`src/rtl/osc_ctrl_pkg.sv`:
```
package osc_ctrl_pkg;
  localparam logic [1:0] SRC_INT = 2'b00;
  localparam logic [1:0] SRC_EXT = 2'b01;
  localparam logic [1:0] SRC_PLL = 2'b10;

  localparam int unsigned BIT_INT_EN  = 0;
  localparam int unsigned BIT_INT_RDY = 1;
  localparam int unsigned TRIM_LSB    = 3;
  localparam int unsigned CAL_LSB     = 8;
  localparam int unsigned BIT_EXT_EN  = 16;
  localparam int unsigned BIT_EXT_RDY = 17;

  // true when source s consumes the requested oscillator (want_ext)
  function automatic logic src_uses(input logic [1:0] s, input logic pll_ext, input logic want_ext);
    case (s)
      SRC_INT: return !want_ext;
      SRC_EXT: return want_ext;
      SRC_PLL: return pll_ext == want_ext;
      default: return 1'b0;
    endcase
  endfunction

  function automatic logic osc_locked(input logic [1:0] sys, input logic [1:0] tgt,
                                      input logic pll_ext, input logic want_ext);
    return src_uses(sys, pll_ext, want_ext) || src_uses(tgt, pll_ext, want_ext);
  endfunction
endpackage

```
`src/rtl/osc_sync.sv`:
```
module osc_sync #(
  parameter int unsigned STAGES = 2
) (
  input  logic clk_i,
  input  logic rst_ni,
  input  logic d_i,
  output logic q_o
);
  logic [STAGES-1:0] sq;

  for (genvar i = 0; i < STAGES; i++) begin : g_stage
    always_ff @(posedge clk_i or negedge rst_ni) begin
      if (!rst_ni)     sq[i] <= 1'b0;
      else if (i == 0) sq[i] <= d_i;
      else             sq[i] <= sq[(i == 0) ? 0 : i-1];
    end
  end

  assign q_o = sq[STAGES-1];
endmodule

```
`src/rtl/osc_bus_port.sv`:
```
module osc_bus_port #(
  parameter int unsigned WAIT_N = 2
) (
  input  logic clk_i,
  input  logic rst_ni,
  input  logic req_i,
  input  logic busy_i,
  output logic ack_o
);
  localparam int unsigned CW = (WAIT_N > 1) ? $clog2(WAIT_N) : 1;

  logic          pend_q;
  logic [CW-1:0] cnt_q;

  assign ack_o = req_i && (pend_q ? (cnt_q == '0) : !busy_i);

  always_ff @(posedge clk_i or negedge rst_ni) begin
    if (!rst_ni) begin
      pend_q <= 1'b0;
      cnt_q  <= '0;
    end else if (!pend_q) begin
      if (req_i && busy_i) begin
        pend_q <= 1'b1;
        cnt_q  <= CW'(WAIT_N - 1);
      end
    end else if (cnt_q == '0) begin
      pend_q <= 1'b0;
    end else begin
      cnt_q <= cnt_q - 1'b1;
    end
  end
endmodule

```
`src/rtl/osc_en_rules.sv`:
```
module osc_en_rules
  import osc_ctrl_pkg::*;
(
  input  logic       clk_i,
  input  logic       rst_ni,
  input  logic       wr_i,
  input  logic       wr_int_i,
  input  logic       wr_ext_i,
  input  logic [1:0] sys_sel_i,
  input  logic [1:0] tgt_sel_i,
  input  logic       pll_src_ext_i,
  input  logic       stop_i,
  input  logic       wake_i,
  input  logic       fail_i,
  output logic       int_en_o,
  output logic       ext_en_o
);
  logic int_lock, ext_lock, ext_live, int_force;

  assign int_lock  = osc_locked(sys_sel_i, tgt_sel_i, pll_src_ext_i, 1'b0);
  assign ext_lock  = osc_locked(sys_sel_i, tgt_sel_i, pll_src_ext_i, 1'b1);
  assign ext_live  = src_uses(sys_sel_i, pll_src_ext_i, 1'b1);
  assign int_force = wake_i || (fail_i && ext_live);

  always_ff @(posedge clk_i or negedge rst_ni) begin
    if (!rst_ni) begin
      int_en_o <= 1'b1;
      ext_en_o <= 1'b0;
    end else begin
      if (int_force)  int_en_o <= 1'b1;
      else if (wr_i)  int_en_o <= wr_int_i || int_lock;
      if (stop_i)     ext_en_o <= 1'b0;
      else if (wr_i)  ext_en_o <= wr_ext_i || ext_lock;
    end
  end
endmodule

```
`src/rtl/osc_rdy_hold.sv`:
```
module osc_rdy_hold #(
  parameter int unsigned DLY = 6
) (
  input  logic clk_i,
  input  logic rst_ni,
  input  logic en_i,
  input  logic stab_i,
  input  logic tick_i,
  output logic rdy_o
);
  localparam int unsigned CW = (DLY > 1) ? $clog2(DLY) : 1;

  logic [CW-1:0] cnt_q;

  always_ff @(posedge clk_i or negedge rst_ni) begin
    if (!rst_ni) begin
      rdy_o <= 1'b0;
      cnt_q <= '0;
    end else if (en_i) begin
      rdy_o <= stab_i;
      cnt_q <= '0;
    end else if (rdy_o && tick_i) begin
      if (cnt_q == CW'(DLY - 1)) begin
        rdy_o <= 1'b0;
        cnt_q <= '0;
      end else begin
        cnt_q <= cnt_q + 1'b1;
      end
    end
  end
endmodule

```
`src/rtl/osc_ctrl.sv`:
```
module osc_ctrl
  import osc_ctrl_pkg::*;
#(
  parameter int unsigned DATA_W    = 32,
  parameter int unsigned CAL_W     = 8,
  parameter int unsigned TRIM_W    = 5,
  parameter int unsigned TRIM_RST  = 16,
  parameter int unsigned SYNC_N    = 2,
  parameter int unsigned FALL_DLY  = 6,
  parameter int unsigned SW_WAIT   = 2,
  localparam int unsigned SUM_W    = CAL_W + 1
) (
  input  logic              clk_i,
  input  logic              rst_ni,
  input  logic              req_i,
  input  logic              we_i,
  input  logic [DATA_W-1:0] wdata_i,
  output logic [DATA_W-1:0] rdata_o,
  output logic              ack_o,
  input  logic              sw_busy_i,
  input  logic [1:0]        sys_sel_i,
  input  logic [1:0]        tgt_sel_i,
  input  logic              pll_src_ext_i,
  input  logic              stop_i,
  input  logic              wake_i,
  input  logic              osc_fail_i,
  input  logic              int_stab_i,
  input  logic              ext_stab_i,
  input  logic              int_tick_i,
  input  logic [CAL_W-1:0]  cal_i,
  output logic              int_en_o,
  output logic              ext_en_o,
  output logic              int_rdy_o,
  output logic              ext_rdy_o,
  output logic [SUM_W-1:0]  trim_sum_o
);
  logic              wr;
  logic [TRIM_W-1:0] trim_q;
  logic [CAL_W-1:0]  cal_q;
  logic              cal_done_q;
  logic              int_sync, ext_sync;

  osc_bus_port #(.WAIT_N(SW_WAIT)) i_bus (
    .clk_i, .rst_ni, .req_i, .busy_i(sw_busy_i), .ack_o
  );

  assign wr = ack_o && we_i;

  osc_en_rules i_rules (
    .clk_i, .rst_ni, .wr_i(wr),
    .wr_int_i(wdata_i[BIT_INT_EN]), .wr_ext_i(wdata_i[BIT_EXT_EN]),
    .sys_sel_i, .tgt_sel_i, .pll_src_ext_i,
    .stop_i, .wake_i, .fail_i(osc_fail_i),
    .int_en_o, .ext_en_o
  );

  osc_sync #(.STAGES(SYNC_N)) i_sync_int (.clk_i, .rst_ni, .d_i(int_stab_i), .q_o(int_sync));
  osc_sync #(.STAGES(SYNC_N)) i_sync_ext (.clk_i, .rst_ni, .d_i(ext_stab_i), .q_o(ext_sync));

  osc_rdy_hold #(.DLY(FALL_DLY)) i_int_rdy (
    .clk_i, .rst_ni, .en_i(int_en_o), .stab_i(int_sync), .tick_i(int_tick_i), .rdy_o(int_rdy_o)
  );

  assign ext_rdy_o = ext_en_o && ext_sync;

  always_ff @(posedge clk_i or negedge rst_ni) begin
    if (!rst_ni) begin
      trim_q     <= TRIM_W'(TRIM_RST);
      cal_q      <= '0;
      cal_done_q <= 1'b0;
    end else begin
      if (!cal_done_q) begin
        cal_q      <= cal_i;
        cal_done_q <= 1'b1;
      end
      if (wr) trim_q <= wdata_i[TRIM_LSB +: TRIM_W];
    end
  end

  assign trim_sum_o = SUM_W'(cal_q) + SUM_W'(trim_q);

  always_comb begin
    rdata_o                       = '0;
    rdata_o[BIT_INT_EN]           = int_en_o;
    rdata_o[BIT_INT_RDY]          = int_rdy_o;
    rdata_o[TRIM_LSB +: TRIM_W]   = trim_q;
    rdata_o[CAL_LSB +: CAL_W]     = cal_q;
    rdata_o[BIT_EXT_EN]           = ext_en_o;
    rdata_o[BIT_EXT_RDY]          = ext_rdy_o;
  end

  logic unused_wdata;
  assign unused_wdata = ^{wdata_i[DATA_W-1:BIT_EXT_EN+1], wdata_i[CAL_LSB +: CAL_W],
                          wdata_i[2:1]};
endmodule

```
`config.mk`:
```
export PLATFORM = sky130hd
export DESIGN_NAME = osc_ctrl
export DESIGN_NICKNAME = d
export VERILOG_FILES = /design/src/rtl/osc_ctrl_pkg.sv /design/src/rtl/osc_sync.sv /design/src/rtl/osc_bus_port.sv /design/src/rtl/osc_en_rules.sv /design/src/rtl/osc_rdy_hold.sv /design/src/rtl/osc_ctrl.sv
export SDC_FILE = /design/constraint.sdc
export NUM_CORES = 1
export LEC_CHECK = 0
export ABC_CLOCK_PERIOD_IN_PS = 1750
export BUFFER_PORTS_ARGS = -buffer_cell sky130_fd_sc_hd__buf_2
export CAP_MARGIN = 15
export CORE_ASPECT_RATIO = 0.8
export CORE_MARGIN = 2
export CORE_UTILIZATION = 37
export DETAILED_ROUTE_END_ITERATION = 8
export PLACE_DENSITY_LB_ADDON = 0.1
export SYNTH_ARGS = -nofsm -noshare
export SYNTH_HDL_FRONTEND = slang
export SYNTH_HIERARCHICAL = 1
export SYNTH_SLANG_ARGS = --single-unit
```
`constraint.sdc`:
```
create_clock -name clk_i -period 1.75 [get_ports clk_i]
set_input_delay 0.2625 -clock clk_i [delete_from_list [all_inputs] [get_ports clk_i]]
set_output_delay 0.2625 -clock clk_i [all_outputs]
set_load 0.02 [all_outputs]
```
# Word-level counts from Yosys, hierarchy flattened
# Cells that the tools add are included.
# op_classes
add_sub_neg	3
n_eq_ne	5
muxes	21
bitwise_logic	2
reduce_logical	20
# op_table
op	count
1-bit 2-to-1 mux	14
2-bit nonzero test	5
8-bit by 5-bit adder with 9-bit output	1
3-bit 2-to-1 mux	3
1-bit case mux with 2 select lines	4
1-bit logical AND	6
1-bit logical OR	5
2-bit by 1-bit equality test with 1-bit output, second input constant	2
2-bit equality test, second input constant	2
2-bit zero test	2
3-bit by 1-bit adder with 3-bit output, second input constant	1
3-bit equality test, second input constant	1
1-bit inverter	2
2-bit AND reduction	1
1-bit zero test	1
1-bit subtractor, second input constant	1
# word_totals
ff_bits	26
in_bits	56
out_inout_bits	46
word_cells	64

# Logic depth before layout (Yosys ltp)
# depth
depth_word	6
depth_mapped	7

# Cells and area by module
# Netlist, hierarchy kept.
# modules_own_cells
module	n_inst	cells_each	area_each_um2	seq_area_each_um2
osc_ctrl	1	80	900.9	351.6
osc_en_rules	1	22	220.2	51.3
osc_rdy_hold	1	17	202.7	100.1
osc_sync	2	2	50.0	50.0
osc_bus_port	1	9	83.8	50.0

# Worst setup path after synthesis
# No wires, ideal clock.
# synth_path
path_kind	flip-flop to output port
start	register trim_q[0]
end	output trim_sum_o[4]
arrival_ns	1.707
path_slack_ns	-0.220
path_stages_with_launch	6
path_buffers	0
path_cell_list	dfrtp_1 > ha_1 > fa_1 > a21oi_1 > o21bai_1 > xor2_1
# synth_between
elab_chain_len	1
# synth_rtl
element	line	rtl
start, declared	osc_ctrl.sv:38	logic [TRIM_W-1:0] trim_q;
start signal, assigned	osc_ctrl.sv:68	trim_q <= TRIM_W'(TRIM_RST);
start signal, assigned	osc_ctrl.sv:76	if (wr) trim_q <= wdata_i[TRIM_LSB +: TRIM_W];
8-bit by 5-bit adder with 9-bit output	osc_ctrl.sv:80	assign trim_sum_o = SUM_W'(cal_q) + SUM_W'(trim_q);
end, declared	osc_ctrl.sv:35	output logic [SUM_W-1:0] trim_sum_o
# No other way between the ends.

# Final worst setup path
# layout_path
start	register cal_q[0]
end	output trim_sum_o[6]
# layout_between
elab_chain_len	1
# layout_rtl
element	line	rtl
start, declared	osc_ctrl.sv:39	logic [CAL_W-1:0] cal_q;
start signal, assigned	osc_ctrl.sv:73	cal_q <= cal_i;
8-bit by 5-bit adder with 9-bit output	osc_ctrl.sv:80	
# No other way between the ends.

==> impl_metrics.json <==
{
  "status": "complete, but fails checks",
  "violations": "hold timing, setup timing",
  "finalMaxSlewViolations": 0,
  "ys_types": 39,
  "fin_crit_sh": 1.22,
  "path_cells": "ha_4, fa_2, a21oi_4, o21ai_2, nand2_2, xnor2_2, buf_4",
  "ys_seq_area_frac": 0.433,
  "setup_viol": 8,
  "diodes": 0,
  "pwr-share-comb": 0.531,
  "worstSetupEndpointType": "primary output",
  "worstSkewPairLatency_ps": 260,
  "switching_share": 0.387,
  "pwr-share-seq": 0.327,
  "num_vias": 1130,
  "met2_length_um": 1480,
  "r2r-end": "i_rules/int_en_o",
  "slowest_delay_ps": 440,
  "drtIter0Drc": 27,
  "yosysWarningCount": 6,
  "syn2layout_area_growth_pct": 35.5,
  "postCtsHoldBufs": 0,
  "antenna_found_initial": 0,
  "power_density_mw_per_mm2": 1160,
  "numCtsBuffers": 3,
  "grt-ovfl-total": 0,
  "reg2regPathDepth": 7,
  "portBuffers": 61,
  "ir_worst_vdd_v": 0.000529,
  "fp.dieH_um": 61.1,
  "grt_pass1_wl_um": 4690,
  "synthSimpleGateAreaFrac": 0.101,
  "htreeDepth": 1,
  "grt_pass1_vias": 1076,
  "syn_inst": 132,
  "synth_top_family_by_area": "buffers and inverters",
  "place_hpwl_um": 2360,
  "core_area_sq_mm": 0.00385,
  "placed_area_sq_mm": 0.00188,
  "routabilityCongestion": 0.753,
  "worst_slew_pin_slew_ps": 568,
  "drive_gt1_frac": 0.547,
  "cp_max_fo": 2,
  "ys_seq_elements": 26,
  "leakage_nw": 1.04,
  "intPower_mw": 1.45,
  "met3_length_um": 186,
  "p_clk_frac": 0.142,
  "slowest_stage": "dfrtp_2",
  "fin_util": 0.530,
  "fin_skew_ps": 7.05,
  "rsz0062_at_grt": "true",
  "hold_viol": 24,
  "via_per_inst": 4.41,
  "fp.dieW_um": 75.4,
  "ff2ff_setup_slack_ps": 310,
  "wl_um": 3050,
  "rows": 20,
  "hold_path_class": "in2async",
  "dr.max_layer_used": "met4",
  "worst_hold_slack_ps": -22.6,
  "crit_type": "reg2out",
  "yosys-mux-area-fraction": 0.111,
  "syn_area_sq_mm": 0.00151,
  "drt-pass1-iter-count": 3,
  "crit_required_ps": 1490,
  "drt-met1-wl_um": 1370,
  "power.switching_mw": 0.916,
  "initial_core_util": 0.391,
  "drc": 0,
  "grt_max_degree": 27,
  "setup_slack_ps": -386,
  "place_ws_ps": -153,
  "ios": 102,
  "period_minus_slack_ps": 2140,
  "nNetsFinal": 270,
  "track_usage": 0.136,
  "synth_compound_area_frac": 0.100,
  "cap_violations": 0,
  "regToRegStartpoint": "i_bus/pend_q",
  "routedWlPerCell_um": 11.9,
  "clk_path_buf_depth": 2,
  "max_freq_mhz": 468,
  "cp-start-kind": "register",
  "fin_area_sq_mm": 0.00204,
  "cts_tree": "built",
  "root_buffer": "clkbuf_8",
  "synth_fa_ha_area_frac": 0.105,
  "cp.arrival_ps": 1870,
  "synthXorXnorAreaFrac": 0.0290,
  "path_clk_slew_ps": 90,
  "slew_headroom": 0.621,
  "die_area_sq_mm": 0.00460,
  "ant_nets": 0,
  "cts.sinks": 26,
  "syn_area_per_cell_sq_um": 11.4
}
-- worst max-delay path: cells and delay by family (launching register included) --
family / cells / cell delay, ps
buffers and inverters: 1 / 150
xor gates and xnor gates: 1 / 110
adders and majority gates: 2 / 540
DFF: 1 / 440
and+or+nand+nor: 1 / 80
AOI/OAI and AO/OA: 2 / 290
-- what timing repair did --
action                                  CTS  global route
gates resized for setup                  12            11
endpoints found under the setup margin    8             8
hold endpoints to repair                  0             0
buffers inserted                          1             2
pin swaps                                 7             4
-- final cells by class --
type                       instances  area [sq um]
fill                             357          1810
multi-input combinational         93           828
sequential                        26           656
timing repair buffer              71           419
tap                               55          68.8
clock buffer                       4          45.0
inverter                           7          26.3
-- cells by family after synthesis --
group                    after synthesis
buffers and inverters                 27
flip-flops                            26
AND/OR/NAND/NOR                       25
AO/OA/AOI/OAI                         20
multiplexers                          15
adder cells (fa/ha/maj)               12
XOR/XNOR                               5
other                                  2
-- worst max-delay path by stage --
stage | slack [ps] | depth (start not counted) | startpoint | to
detailed placement | -150 | 7 | trim_q[0] | trim_sum_o[6]
global route | -440 | 7 | cal_q[0] | trim_sum_o[6]
global placement | -140 | 7 | trim_q[0] | trim_sum_o[6]
finish | -390 | 7 | cal_q[0] | trim_sum_o[6]
CTS | -400 | 7 | cal_q[0] | trim_sum_o[6]
floorplan | -70 | 5 | trim_q[1] | trim_sum_o[5]
-- synthesized netlist by cell type, drive strengths merged --
cell type | number | area (sq um)
nand2 | 5 | 18.8
a21bo | 1 | 10.0
and2b | 2 | 15.0
o21bai | 2 | 15.0
fa | 1 | 20.0
a211oi | 1 | 7.51
nand3 | 1 | 5.00
dfrtp | 24 | 601
nand2b | 2 | 12.5
nor3 | 3 | 20.0
nand3b | 1 | 7.51
o21ai | 3 | 15.0
or3b | 1 | 8.76
nor2 | 3 | 11.3
nand4 | 1 | 6.26
conb | 2 | 7.51
and2 | 1 | 6.26
a311o | 1 | 10.0
a22o | 1 | 8.76
ha | 11 | 138
xor2 | 2 | 17.5
buf | 20 | 148
inv | 7 | 26.3
a21o | 3 | 22.5
o32ai | 1 | 16.3
xnor2 | 3 | 26.3
nand4b | 1 | 8.76
a31oi | 1 | 6.26
mux2i | 1 | 10.0
a21oi | 5 | 25.0
dfstp | 2 | 52.6
a221oi | 1 | 15.0
and4 | 1 | 8.76
mux2 | 14 | 158
and3 | 3 | 23.8
-- metal layers --
metal	vias up	global-route usage
met3	2	0.0344
met1	527	0.177
met5	-	0
li1	559	-
met4	0	0.0301
met2	42	0.232
-- per-stage QoR --
| stage | power (mW) | hold WS (ps) | std cells | setup TNS, ps |
|---|---|---|---|---|
| 2_1_floorplan | 1.49 | -33.1 | 146 | -142 |
| 3_3_place_gp | 1.77 | 300 | 249 | -342 |
| 3_5_place_dp | 1.78 | 300 | 249 | -432 |
| 4_1_cts | 2.25 | 1.67 | 254 | -2170 |
| 5_1_grt | 2.52 | 28.7 | 256 | -2530 |
| 6_report | 2.37 | -22.6 | 256 | -2120 |
-- flip-flops by register name (all words and copies together), names as in the netlist --
signal            count
cal_q                 8
cal_done_q            1
i_sync_ext/sq         1
i_rules/ext_en_o      1
trim_q                5
i_int_rdy/cnt_q       3
i_sync_int/sq         1
i_bus/cnt_q           1
i_sync_ext/q_o        1
i_sync_int/q_o        1
i_int_rdy/rdy_o       1
i_rules/int_en_o      1
i_bus/pend_q          1
-- cell usage in the layout, fill, tap and decap left out, types with 4 or more instances in the layout --
master | netlist | layout
buf_2 | 1 | 53
nand2_1 | 5 | 4
inv_1 | 7 | 7
ha_1 | 11 | 9
mux2_2 | 14 | 14
buf_4 | 19 | 13
dfrtp_1 | 24 | 22
buf_6 | 0 | 5
conb_1 | 2 | 16
-- power by group through the flow --
stage	Clock, mW	Sequential [mW]	Combinational (mW)
final	0.336	0.773	1.26
after global routing	0.376	0.786	1.35
after CTS	0.360	0.773	1.11
after detailed placement	0	0.780	1.00
after global placement	0	0.775	0.992
after floorplan	0	0.844	0.643
(Power assumes the default switching activity.)
